### src/rtl/xcvr_pkg.sv
package xcvr_pkg;
    typedef enum logic {
        LANE_HOLD   = 1'b0,
        LANE_FOLLOW = 1'b1
    } lane_mode_e;
endpackage

### src/rtl/xcvr_lane.sv
module xcvr_lane
    import xcvr_pkg::*;
#(
    parameter int W = 8
) (
    input  logic         clk,
    input  logic         rst_n,
    input  logic         sel_n,
    input  logic         open_n,
    input  logic         drv_n,
    input  logic [W-1:0] src,
    output logic [W-1:0] dst,
    output logic         dst_oe
);
    lane_mode_e    mode;
    logic [W-1:0]  store_q;

    // Mode decode: chip select gates the latch-open control
    always_comb begin
        mode = (!sel_n && !open_n) ? LANE_FOLLOW : LANE_HOLD;
    end

    // Storage register: copies the source while the lane follows
    always_ff @(posedge clk or negedge rst_n) begin
        if (!rst_n) begin
            store_q <= '0;
        end else begin
            unique case (mode)
                LANE_FOLLOW: store_q <= src;
                LANE_HOLD:   store_q <= store_q;
            endcase
        end
    end

    // Outputs: pass-through when following, stored word otherwise
    always_comb begin
        unique case (mode)
            LANE_FOLLOW: dst = src;
            LANE_HOLD:   dst = store_q;
        endcase
        dst_oe = !sel_n && !drv_n;
    end
endmodule

### src/rtl/xcvr_section.sv
module xcvr_section #(
    parameter int W = 8
) (
    input  logic         clk,
    input  logic         rst_n,
    input  logic [W-1:0] a_in,
    input  logic [W-1:0] b_in,
    input  logic         ab_sel_n,
    input  logic         ab_open_n,
    input  logic         ab_drv_n,
    input  logic         ba_sel_n,
    input  logic         ba_open_n,
    input  logic         ba_drv_n,
    output logic [W-1:0] a_out,
    output logic         a_oe,
    output logic [W-1:0] b_out,
    output logic         b_oe
);
    xcvr_lane #(.W(W)) u_ab (
        .clk    (clk),
        .rst_n  (rst_n),
        .sel_n  (ab_sel_n),
        .open_n (ab_open_n),
        .drv_n  (ab_drv_n),
        .src    (a_in),
        .dst    (b_out),
        .dst_oe (b_oe)
    );

    xcvr_lane #(.W(W)) u_ba (
        .clk    (clk),
        .rst_n  (rst_n),
        .sel_n  (ba_sel_n),
        .open_n (ba_open_n),
        .drv_n  (ba_drv_n),
        .src    (b_in),
        .dst    (a_out),
        .dst_oe (a_oe)
    );
endmodule

### src/rtl/latched_xcvr.sv
module latched_xcvr #(
    parameter int SECT_W = 8,
    parameter int N_SECT = 2,
    localparam int BUS_W = SECT_W * N_SECT
) (
    input  logic              clk,
    input  logic              rst_n,
    input  logic [BUS_W-1:0]  a_in,
    input  logic [BUS_W-1:0]  b_in,
    input  logic [N_SECT-1:0] ab_sel_n,
    input  logic [N_SECT-1:0] ab_open_n,
    input  logic [N_SECT-1:0] ab_drv_n,
    input  logic [N_SECT-1:0] ba_sel_n,
    input  logic [N_SECT-1:0] ba_open_n,
    input  logic [N_SECT-1:0] ba_drv_n,
    output logic [BUS_W-1:0]  a_out,
    output logic [N_SECT-1:0] a_oe,
    output logic [BUS_W-1:0]  b_out,
    output logic [N_SECT-1:0] b_oe
);
    for (genvar s = 0; s < N_SECT; s++) begin : g_sect
        xcvr_section #(.W(SECT_W)) u_sect (
            .clk       (clk),
            .rst_n     (rst_n),
            .a_in      (a_in[s*SECT_W +: SECT_W]),
            .b_in      (b_in[s*SECT_W +: SECT_W]),
            .ab_sel_n  (ab_sel_n[s]),
            .ab_open_n (ab_open_n[s]),
            .ab_drv_n  (ab_drv_n[s]),
            .ba_sel_n  (ba_sel_n[s]),
            .ba_open_n (ba_open_n[s]),
            .ba_drv_n  (ba_drv_n[s]),
            .a_out     (a_out[s*SECT_W +: SECT_W]),
            .a_oe      (a_oe[s]),
            .b_out     (b_out[s*SECT_W +: SECT_W]),
            .b_oe      (b_oe[s])
        );
    end
endmodule

### config.mk
export PLATFORM = sky130hd
export DESIGN_NAME = latched_xcvr
export DESIGN_NICKNAME = d
export VERILOG_FILES = /design/src/rtl/xcvr_pkg.sv /design/src/rtl/xcvr_lane.sv /design/src/rtl/xcvr_section.sv /design/src/rtl/latched_xcvr.sv
export SDC_FILE = /design/constraint.sdc
export NUM_CORES = 1
export LEC_CHECK = 0
export ABC_AREA = 1
export BUFFER_PORTS_ARGS = -buffer_cell sky130_fd_sc_hd__buf_2
export CELL_PAD_IN_SITES_DETAIL_PLACEMENT = 0
export CELL_PAD_IN_SITES_GLOBAL_PLACEMENT = 1
export CORE_MARGIN = 2
export CORE_UTILIZATION = 29
export CTS_CLUSTER_SIZE = 24
export DETAILED_ROUTE_END_ITERATION = 12
export PLACE_DENSITY = 0.74
export SKIP_LAST_GASP = 1
export SYNTH_ARGS = -nofsm -noshare
export SYNTH_HDL_FRONTEND = slang
export SYNTH_SLANG_ARGS = --single-unit
### constraint.sdc
create_clock -name clk -period 0.8 [get_ports clk]
set_input_delay 0.12 -clock clk [delete_from_list [all_inputs] [get_ports clk]]
set_output_delay 0.12 -clock clk [all_outputs]
set_load 0.03 [all_outputs]
Yosys cells after proc, flatten, opt, wreduce, memory -nomap -nowiden:

Cells that the tools add are included.

* register bits after elaboration: 32
* bits in latches: 0
* RAM bits: 0
* bits in read-only memories: 0
* bits of input ports: 46
* output and inout bits: 36
* logic and storage cells: 36
* memories kept: 0

* $add $sub $neg: 0
* $mul: 0
* div/mod/pow operators: 0
* magnitude comparators: 0
* equal/unequal tests: 0
* shifts and indexed selects: 0
* mux-type cells: 8
* bitwise gates (word level): 4
* reduce and logical (&&, ||, !) cells: 20

Operators by type and width (number)
* $pmux W8 S2: 4
* $logic_not A1 Y1: 12
* $logic_and A1 B1 Y1: 8
* $mux W1: 4
* $not A1 Y1: 4

Depth between registers and ports, before layout:

Gate-level depths: netlist (run 1).

* word-level depth: 5
* mapped depth: 4
* mapped depth without buffers: 3

Hierarchy:

Synthesis (run 1) repeated with hierarchy kept, for this count alone.

* cell total of the unflattened synthesis: 140
* area, all modules: 1306.3 µm²

By module, submodules not included
* xcvr_lane: instances 4, cells an instance 35, area each 326.6 µm², sequential area each 200.2 µm²

Worst setup path before layout (run 1):

Ideal clock, no wire load.

* kind: input to register
* from: in ab_sel_n[0]
* to: reg g_sect[0].u_sect.u_ab.store_q[0]
* library setup time: 126 ps
* arrival: 695 ps
* data required time: 674 ps
* slack: -21 ps
* stages: 4
* path buffers: 1
* cell sequence: buf_4 nor2_4 nand2_1 nand2_1

* longest elaborated chain between the ends: 5

RTL lines
* start, declared: RTL line latched_xcvr.sv:10 `input logic [N_SECT-1:0] ab_sel_n,`
* $logic_not A1 Y1 (*): RTL line xcvr_lane.sv:20 `mode = (!sel_n && !open_n) ? LANE_FOLLOW : LANE_HOLD;`
* $logic_and A1 B1 Y1 (*): RTL line xcvr_lane.sv:20
* $mux W1 (*): RTL line xcvr_lane.sv:20
* $not A1 Y1
* $pmux W8 S2 (*)
* net b_out[0]: RTL line latched_xcvr.sv:18 `output logic [BUS_W-1:0] b_out,`
* end signal, assigned: RTL line xcvr_lane.sv:29 `LANE_FOLLOW: store_q <= src;`
* end signal, assigned: RTL line xcvr_lane.sv:30 `LANE_HOLD: store_q <= store_q;`
* end, declared: RTL line xcvr_lane.sv:16 `logic [W-1:0] store_q;`

Mark *: on every way through the listed nets, which the timed path passes. The rest lies on a longest branch.

Worst setup path in the final report (run 1):

* from: reg g_sect[1].u_sect.u_ab.store_q[4]
* to: out b_out[12]

* longest elaborated chain between the ends: 1

RTL lines (RTL line)
* start, declared: xcvr_lane.sv:16
* start signal, assigned: xcvr_lane.sv:29
* start signal, assigned: xcvr_lane.sv:30
* $pmux W8 S2
* end, declared: latched_xcvr.sv:18

No other way between the ends.

==> results of run 1 <==
[report_power, final]
part | switching, W | leakage, nW | internal, W
sequential | 0.0000807 | 0.396 | 0.00182
clock | 0.000559 | 0.0455 | 0.000701
combinational | 0.00104 | 0.846 | 0.000960
total | 0.00168 | 1.29 | 0.00348
[flip-flops by register name, summed over array words and instances, names as in the netlist]
name,flops
g_sect.u_sect.u_ab.store_q,16
g_sect.u_sect.u_ba.store_q,16
[through the flow]
step                power (W)  instances  instance area [um2]
finish                0.00516        310                 2540
global route          0.00545        310                 2540
CTS                   0.00507        319                 2440
detailed placement    0.00328        289                 1970
global placement      0.00327        289                 1970
floorplan             0.00269        144                 1410
[worst max-delay path: stages, from the launching register on]
cell and delay, ns:
dfrtp_1 0.37, o21ai_1 0.09, nand2_2 0.08, buf_6 0.14
[final cells by class]
type / count / area [um2]
tap: 52 / 65.1
timing repair buffer: 114 / 955
multi-input combinational: 104 / 631
sequential: 32 / 801
clock buffer: 8 / 90.1
fill: 406 / 1840
[cells in the final DEF, fill, tap and decap left out]
master / instances
dfrtp_1: 32
buf_6: 55
buf_4: 8
nor2_1: 4
buf_2: 49
nor2_4: 4
nand2_1: 32
o21ai_0: 1
o21ai_1: 7
clkbuf_1: 2
clkbuf_8: 6
dlygate4sd3_1: 1
nand2_2: 32
buf_12: 1
o21ai_2: 24
[kinds of logic after synthesis]
kind of cell / after synthesis
compound gates: 32
buf+inv: 8
flops: 32
simple gates: 72
[what timing repair did]
action	in CTS	in global routing
hold endpoints to repair	32	0
hold buffers	1	0
setup buffers	21	16
pin swaps	21	23
setup endpoints to repair	32	54
resized for setup	92	50
[path summary, 6_finish.rpt]
path                                                                    to  slack, ns
worst min-delay path            g_sect[1].u_sect.u_ab.store_q[3]$_DFF_PN0_       0.07
min in group asynchronous       g_sect[1].u_sect.u_ab.store_q[4]$_DFF_PN0_       0.24
worst max register to register  g_sect[1].u_sect.u_ab.store_q[4]$_DFF_PN0_      -0.09
max in group asynchronous       g_sect[1].u_sect.u_ba.store_q[2]$_DFF_PN0_       0.16
worst min register to register  g_sect[1].u_sect.u_ab.store_q[3]$_DFF_PN0_       0.49
worst max-delay path                                             b_out[12]      -0.28
[layer usage]
layer / share of wire (%) / vias to the layer above
met3: 5.1 / 11
met4: 2.5 / 0
met1: 36 / 679
li1: - / 696
met2: 57 / 44
met5: 0 / -
==> results.py, run 1 <==
metrics = {
    "die": {
        "start_util_pct": 30.2,
        "fp-row-count": 24,
        "die_y_um": 71.6,
        "fp.coreArea_mm2": 0.00438,
        "die_x_um": 71.6,
        "die-area_mm2": 0.00513,
        "boundaryPins": 82,
    },
    "power": {
        "vdd_drop_max_mv": 1.17,
        "p_leak_nw": 1.29,
        "power.density_mw_per_mm2": 2030,
    },
    "worst_setup_path": {
        "crit_path_end_kind": "output pin",
        "critPathKind": "reg2out",
        "start_kind": "register",
        "reg2reg_depth": 4,
        "critPathRequiredTime_ns": 0.68,
        "cp.arrival_ns": 0.96,
        "worst-path-max-fanout": 2,
        "crit_path_start": "g_sect[1].u_sect.u_ab.store_q[4]$_DFF_PN0_",
        "timing.rr.start": "g_sect[1].u_sect.u_ab.store_q[4]$_DFF_PN0_",
    },
    "logic_synthesis": {
        "yosysSeqAreaShare_pct": 60.4,
        "synthDistinctLibCells": 7,
        "synth_common_cells": "nand2_1 (64), dfrtp_1 (32), o21ai_0 (32)",
        "syn_area_mm2": 0.00133,
        "synth_ff_type": "dfrtp_1",
        "synth_most_common_cell": "nand2_1",
        "syn_inst": 144,
        "ys_ff_latch": 32,
        "synth_top_area_cell": "dfrtp_1",
        "synth.area.top_cells": "dfrtp_1 (60%), nand2_1 (18%), o21ai_0 (12%)",
        "yosysWarnings": 0,
        "synth_compound_area_share_pct": 12.1,
        "synthArstFlopShare_pct": 100,
        "synth_xor_xnor_area_share_pct": 0,
        "avgSynthCellArea_um2": 9.20,
        "synth_enable_flop_cells": 0,
        "synth_top_area_share_pct": 60.4,
        "synth.net_count": 190,
        "synth_top_family_by_area": "simple AND/OR/NAND/NOR gates",
        "synth-simple-area-share_pct": 22.7,
        "synth_mux_area_share_pct": 0,
        "synthAdderAreaFrac_pct": 0,
    },
    "timing": {
        "setup_viol": 39,
        "tightest_slew_ns": 0.305,
        "hold_violations": 0,
        "slew_viol_final": 0,
        "whs_ns": 0.0713,
        "rsz0062_at_grt": "true",
        "relSlewSlack_pct": 79.7,
        "setup_tns_ns": -8.45,
        "post-route-min-period_ns": 1.08,
        "fin_crit_sh_pct": 135,
        "clock_skew_ns": 0,
        "fmax_ghz": 0.927,
        "worst_slack_ns": -0.279,
    },
    "global_route": {
        "grt_use_met3_pct": 4.36,
        "grt-busiest-layer": "met2",
        "grt_pass1_wl_um": 6620,
        "grt_util_met2_pct": 29.5,
        "grt_overflow": 0,
        "grt_max_degree": 25,
        "grt_usage_pct": 16.5,
        "antenna_found_initial": 0,
        "met1_usage_pct": 18.8,
        "grt_pass1_vias": 1500,
    },
    "clock_network": {
        "clk_latency_ns": 0.27,
        "root_buffer": "clkbuf_8",
        "htreeDepth": 2,
        "cts_made_buffers": 5,
        "cts_tree": "built",
        "cts_sinks": 32,
        "max-clock-path-buffers": 2,
        "clk_pin_slew_worst_paths_ns": 0.06,
    },
    "drt": {
        "wl_um": 4050,
        "drt-initial-drc-count": 68,
        "vias_per_cell": 4.61,
        "drtAntennaViolNets": 0,
        "drc": 0,
        "wl_per_cell_um": 13.1,
        "drt_pass1_iterations": 4,
        "vias": 1430,
    },
    "finish": {
        "syn2layout_area_growth_pct": 91.8,
        "fin_util_pct": 58.0,
        "drive_gt1_share_pct": 69.4,
        "final_nets": 303,
        "n_antenna_cell": 0,
    },
    "hold_path": {
        "min-delay-start": "a_in[11]",
        "hold_class": "in2reg",
        "min_path_cells": 3,
    },
    "place": {
        "routabilityCongestion": 0.794,
        "hpwl_um": 2550,
        "portBuffers": 81,
        "post-place-ws_ns": -0.214,
    },
    "status": {
        "violations": "setup timing",
        "status": "finished with violations",
    },
    "run": {
        "maxCapViolations": 0,
    },
}
No activity file was read; power rests on OpenSTA's default activity.
==> run 2: changes to the inputs <==
CORE_MARGIN = 3   (was 2)
SYNTH_HIERARCHICAL = 1   (was unset)
==> results.py, run 2 <==
metrics = {
    "status": {
        "status": "finished with violations",
        "violations": "setup timing",
    },
    "logic_synthesis": {
        "synth_most_common_cell": "nand2_1",
        "synthArstFlopShare_pct": 100,
        "syn_inst": 140,
        "synth_top_area_share_pct": 61.3,
        "synth_ff_type": "dfrtp_1",
        "yosysWarnings": 6,
        "synth.net_count": 186,
        "synth_common_cells": "nand2_1 (64), dfrtp_1 (32), o21ai_0 (32)",
        "avgSynthCellArea_um2": 9.33,
        "syn_area_mm2": 0.00131,
        "synthDistinctLibCells": 6,
        "yosysSeqAreaShare_pct": 61.3,
        "ys_ff_latch": 32,
        "synth_enable_flop_cells": 0,
        "synth.area.top_cells": "dfrtp_1 (61%), nand2_1 (18%), o21ai_0 (12%)",
        "synth_top_area_cell": "dfrtp_1",
    },
    "timing": {
        "tightest_slew_ns": 0.316,
        "relSlewSlack_pct": 78.9,
        "whs_ns": 0.0694,
        "rsz0062_at_grt": "true",
        "clock_skew_ns": 0,
        "fmax_ghz": 0.923,
        "post-route-min-period_ns": 1.08,
        "fin_crit_sh_pct": 135,
        "setup_viol": 42,
        "slew_viol_final": 0,
        "hold_violations": 0,
        "worst_slack_ns": -0.283,
    },
    "worst_setup_path": {
        "cp_slowest_cell": "dfrtp_1",
        "critical-path-top-delay-family": "flip-flops",
        "crit_path_end_kind": "output pin",
        "critPathKind": "reg2out",
        "max_stage_delay_ns": 0.39,
        "start_kind": "register",
        "critPathRequiredTime_ns": 0.68,
        "worst-path-max-fanout": 2,
        "cp_num_buf_inv": 1,
        "cp.arrival_ns": 0.96,
        "cp_cell_sequence": "o21ai_2 > nand2_2 > buf_6",
    },
    "finish": {
        "final_nets": 311,
        "syn2layout_area_growth_pct": 98.9,
        "fin_cells": 316,
        "final_common_cell": "buf_6",
        "drive_gt1_share_pct": 72.2,
        "fill_cells": 334,
        "mostFrequentLayoutCells": "buf_6 (50), buf_2 (47), nand2_1 (32), nand2_2 (32), dfrtp_1 (32)",
        "n_antenna_cell": 0,
        "top_regs": "g_sect.u_sect/u_ab/store_q: 16 flops, g_sect.u_sect/u_ba/store_q: 16 flops",
    },
    "clock_network": {
        "cts_tree": "built",
        "root_buffer": "clkbuf_8",
        "clk_latency_ns": 0.28,
        "cts_made_buffers": 5,
        "cts_sinks": 32,
        "htreeDepth": 2,
        "max-clock-path-buffers": 2,
        "clk_pin_slew_worst_paths_ns": 0.07,
    },
    "global_route": {
        "grt_usage_pct": 14.8,
        "antenna_found_initial": 0,
        "grt_overflow": 0,
        "grt_max_degree": 33,
        "grt_pass1_wl_um": 6020,
        "grt_pass1_vias": 1388,
    },
    "die": {
        "fp-row-count": 23,
        "fp.coreArea_mm2": 0.00417,
        "die_x_um": 73.1,
        "start_util_pct": 31.3,
        "die_y_um": 73.1,
        "die-area_mm2": 0.00535,
        "boundaryPins": 82,
    },
    "power": {
        "p_sw_share_pct": 32.7,
        "power.density_mw_per_mm2": 2000,
        "p_comb_share_pct": 39.3,
        "vdd_drop_max_mv": 1.29,
        "p_int_w": 0.00351,
        "p_clk_share_pct": 24.2,
        "p_leak_nw": 1.33,
        "p_sw_w": 0.00170,
        "power.share.sequential_pct": 36.5,
    },
    "drt": {
        "wl_per_cell_um": 12.8,
        "vias": 1411,
        "drt-initial-drc-count": 24,
        "wl_met2_um": 2280,
        "met1_length_um": 1490,
        "drt_pass1_iterations": 4,
        "routed.top_layer": "met4",
        "wl_um": 4040,
        "vias_per_cell": 4.47,
        "drtAntennaViolNets": 0,
        "route.met3.wl_um": 227,
        "drc": 0,
    },
    "place": {
        "routabilityCongestion": 0.735,
        "hpwl_um": 2570,
        "portBuffers": 81,
        "dp.cells": 291,
    },
    "run": {
        "maxCapViolations": 0,
    },
    "hold_path": {
        "hold_class": "in2reg",
    },
}
-- run 2: area by class of cell --
cell class                 instances  area (um2)  area share, %
timing repair buffer             122        1000           38.5
sequential                        32         801           30.8
multi-input combinational        104         642           24.7
clock buffer                       6        82.6           3.18
tap                               50        62.6           2.41
clock inverter                     2        10.0          0.385
-- run 2: power by group through the flow --
stage               registers (W)  clock network, W  logic (W)
floorplan                 0.00187                 0   0.000811
detailed placement        0.00188                 0    0.00143
CTS                       0.00188           0.00129    0.00192
global route              0.00192           0.00137    0.00219
global placement          0.00189                 0    0.00142
finish                    0.00190           0.00126    0.00205
-- run 2: what timing repair did --
action / in CTS / in global routing
pin swaps: 21 / 27
hold buffers: 1 / 0
buffers inserted: 16 / 19
setup endpoints to repair: 33 / 50
resized for setup: 104 / 39
hold endpoints to repair: 32 / 0
-- run 2: cell families after synthesis --
group	count (synthesis)	share of synthesized area, %
flip-flops	32	61.3
AO/OA/AOI/OAI	32	12.3
AND/OR/NAND/NOR	72	23.0
buffers and inverters	4	3.45
-- run 2: path summary, 6_finish.rpt --
path / from / end / slack (ns) / depth (start not counted)
max: g_sect[0].u_sect/u_ab/store_q[5]$_DFF_PN0_ / b_out[5] / -0.28 / 3
min: b_in[5] / g_sect[0].u_sect/u_ba/store_q[5]$_DFF_PN0_ / 0.07 / 3
max reg2reg: g_sect[1].u_sect/u_ab/store_q[2]$_DFF_PN0_ / g_sect[1].u_sect/u_ab/store_q[2]$_DFF_PN0_ / -0.06 / 4
min reg2reg: g_sect[0].u_sect/u_ba/store_q[1]$_DFF_PN0_ / g_sect[0].u_sect/u_ba/store_q[1]$_DFF_PN0_ / 0.49 / 2
max in group asynchronous: rst_n / g_sect[0].u_sect/u_ab/store_q[6]$_DFF_PN0_ / 0.30 / 3
min in group asynchronous: rst_n / g_sect[1].u_sect/u_ba/store_q[3]$_DFF_PN0_ / 0.33 / 3
-- run 2: per-stage QoR --
| step | TNS (ns) | utilization (%) | worst slack (ns) | cell area (um2) | power [W] |
|---|---|---|---|---|---|
| 2_1_floorplan | 0 | - | 0.0384 | 1390 | 0.00268 |
| 3_5_place_dp | -6.36 | 48.0 | -0.209 | 2000 | 0.00331 |
| 3_3_place_gp | -6.23 | 48.0 | -0.214 | 2000 | 0.00331 |
| 5_1_grt | -10.54 | 62.3 | -0.330 | 2600 | 0.00548 |
| 6_report | -8.57 | 62.3 | -0.283 | 2600 | 0.00521 |
| 4_1_cts | -9.70 | 58.9 | -0.288 | 2460 | 0.00508 |
-- run 2: worst min-delay path, stage by stage --
cell and delay, ns:
buf_2 0.08, nand2_1 0.05, nand2_2 0.06
-- run 2: per-layer routing --
metal  up-vias  GRT usage (%)
li1        708              -
met1       660           17.3
met2        39           25.0
met3         4           4.13
met4         0           6.76
met5         -              0
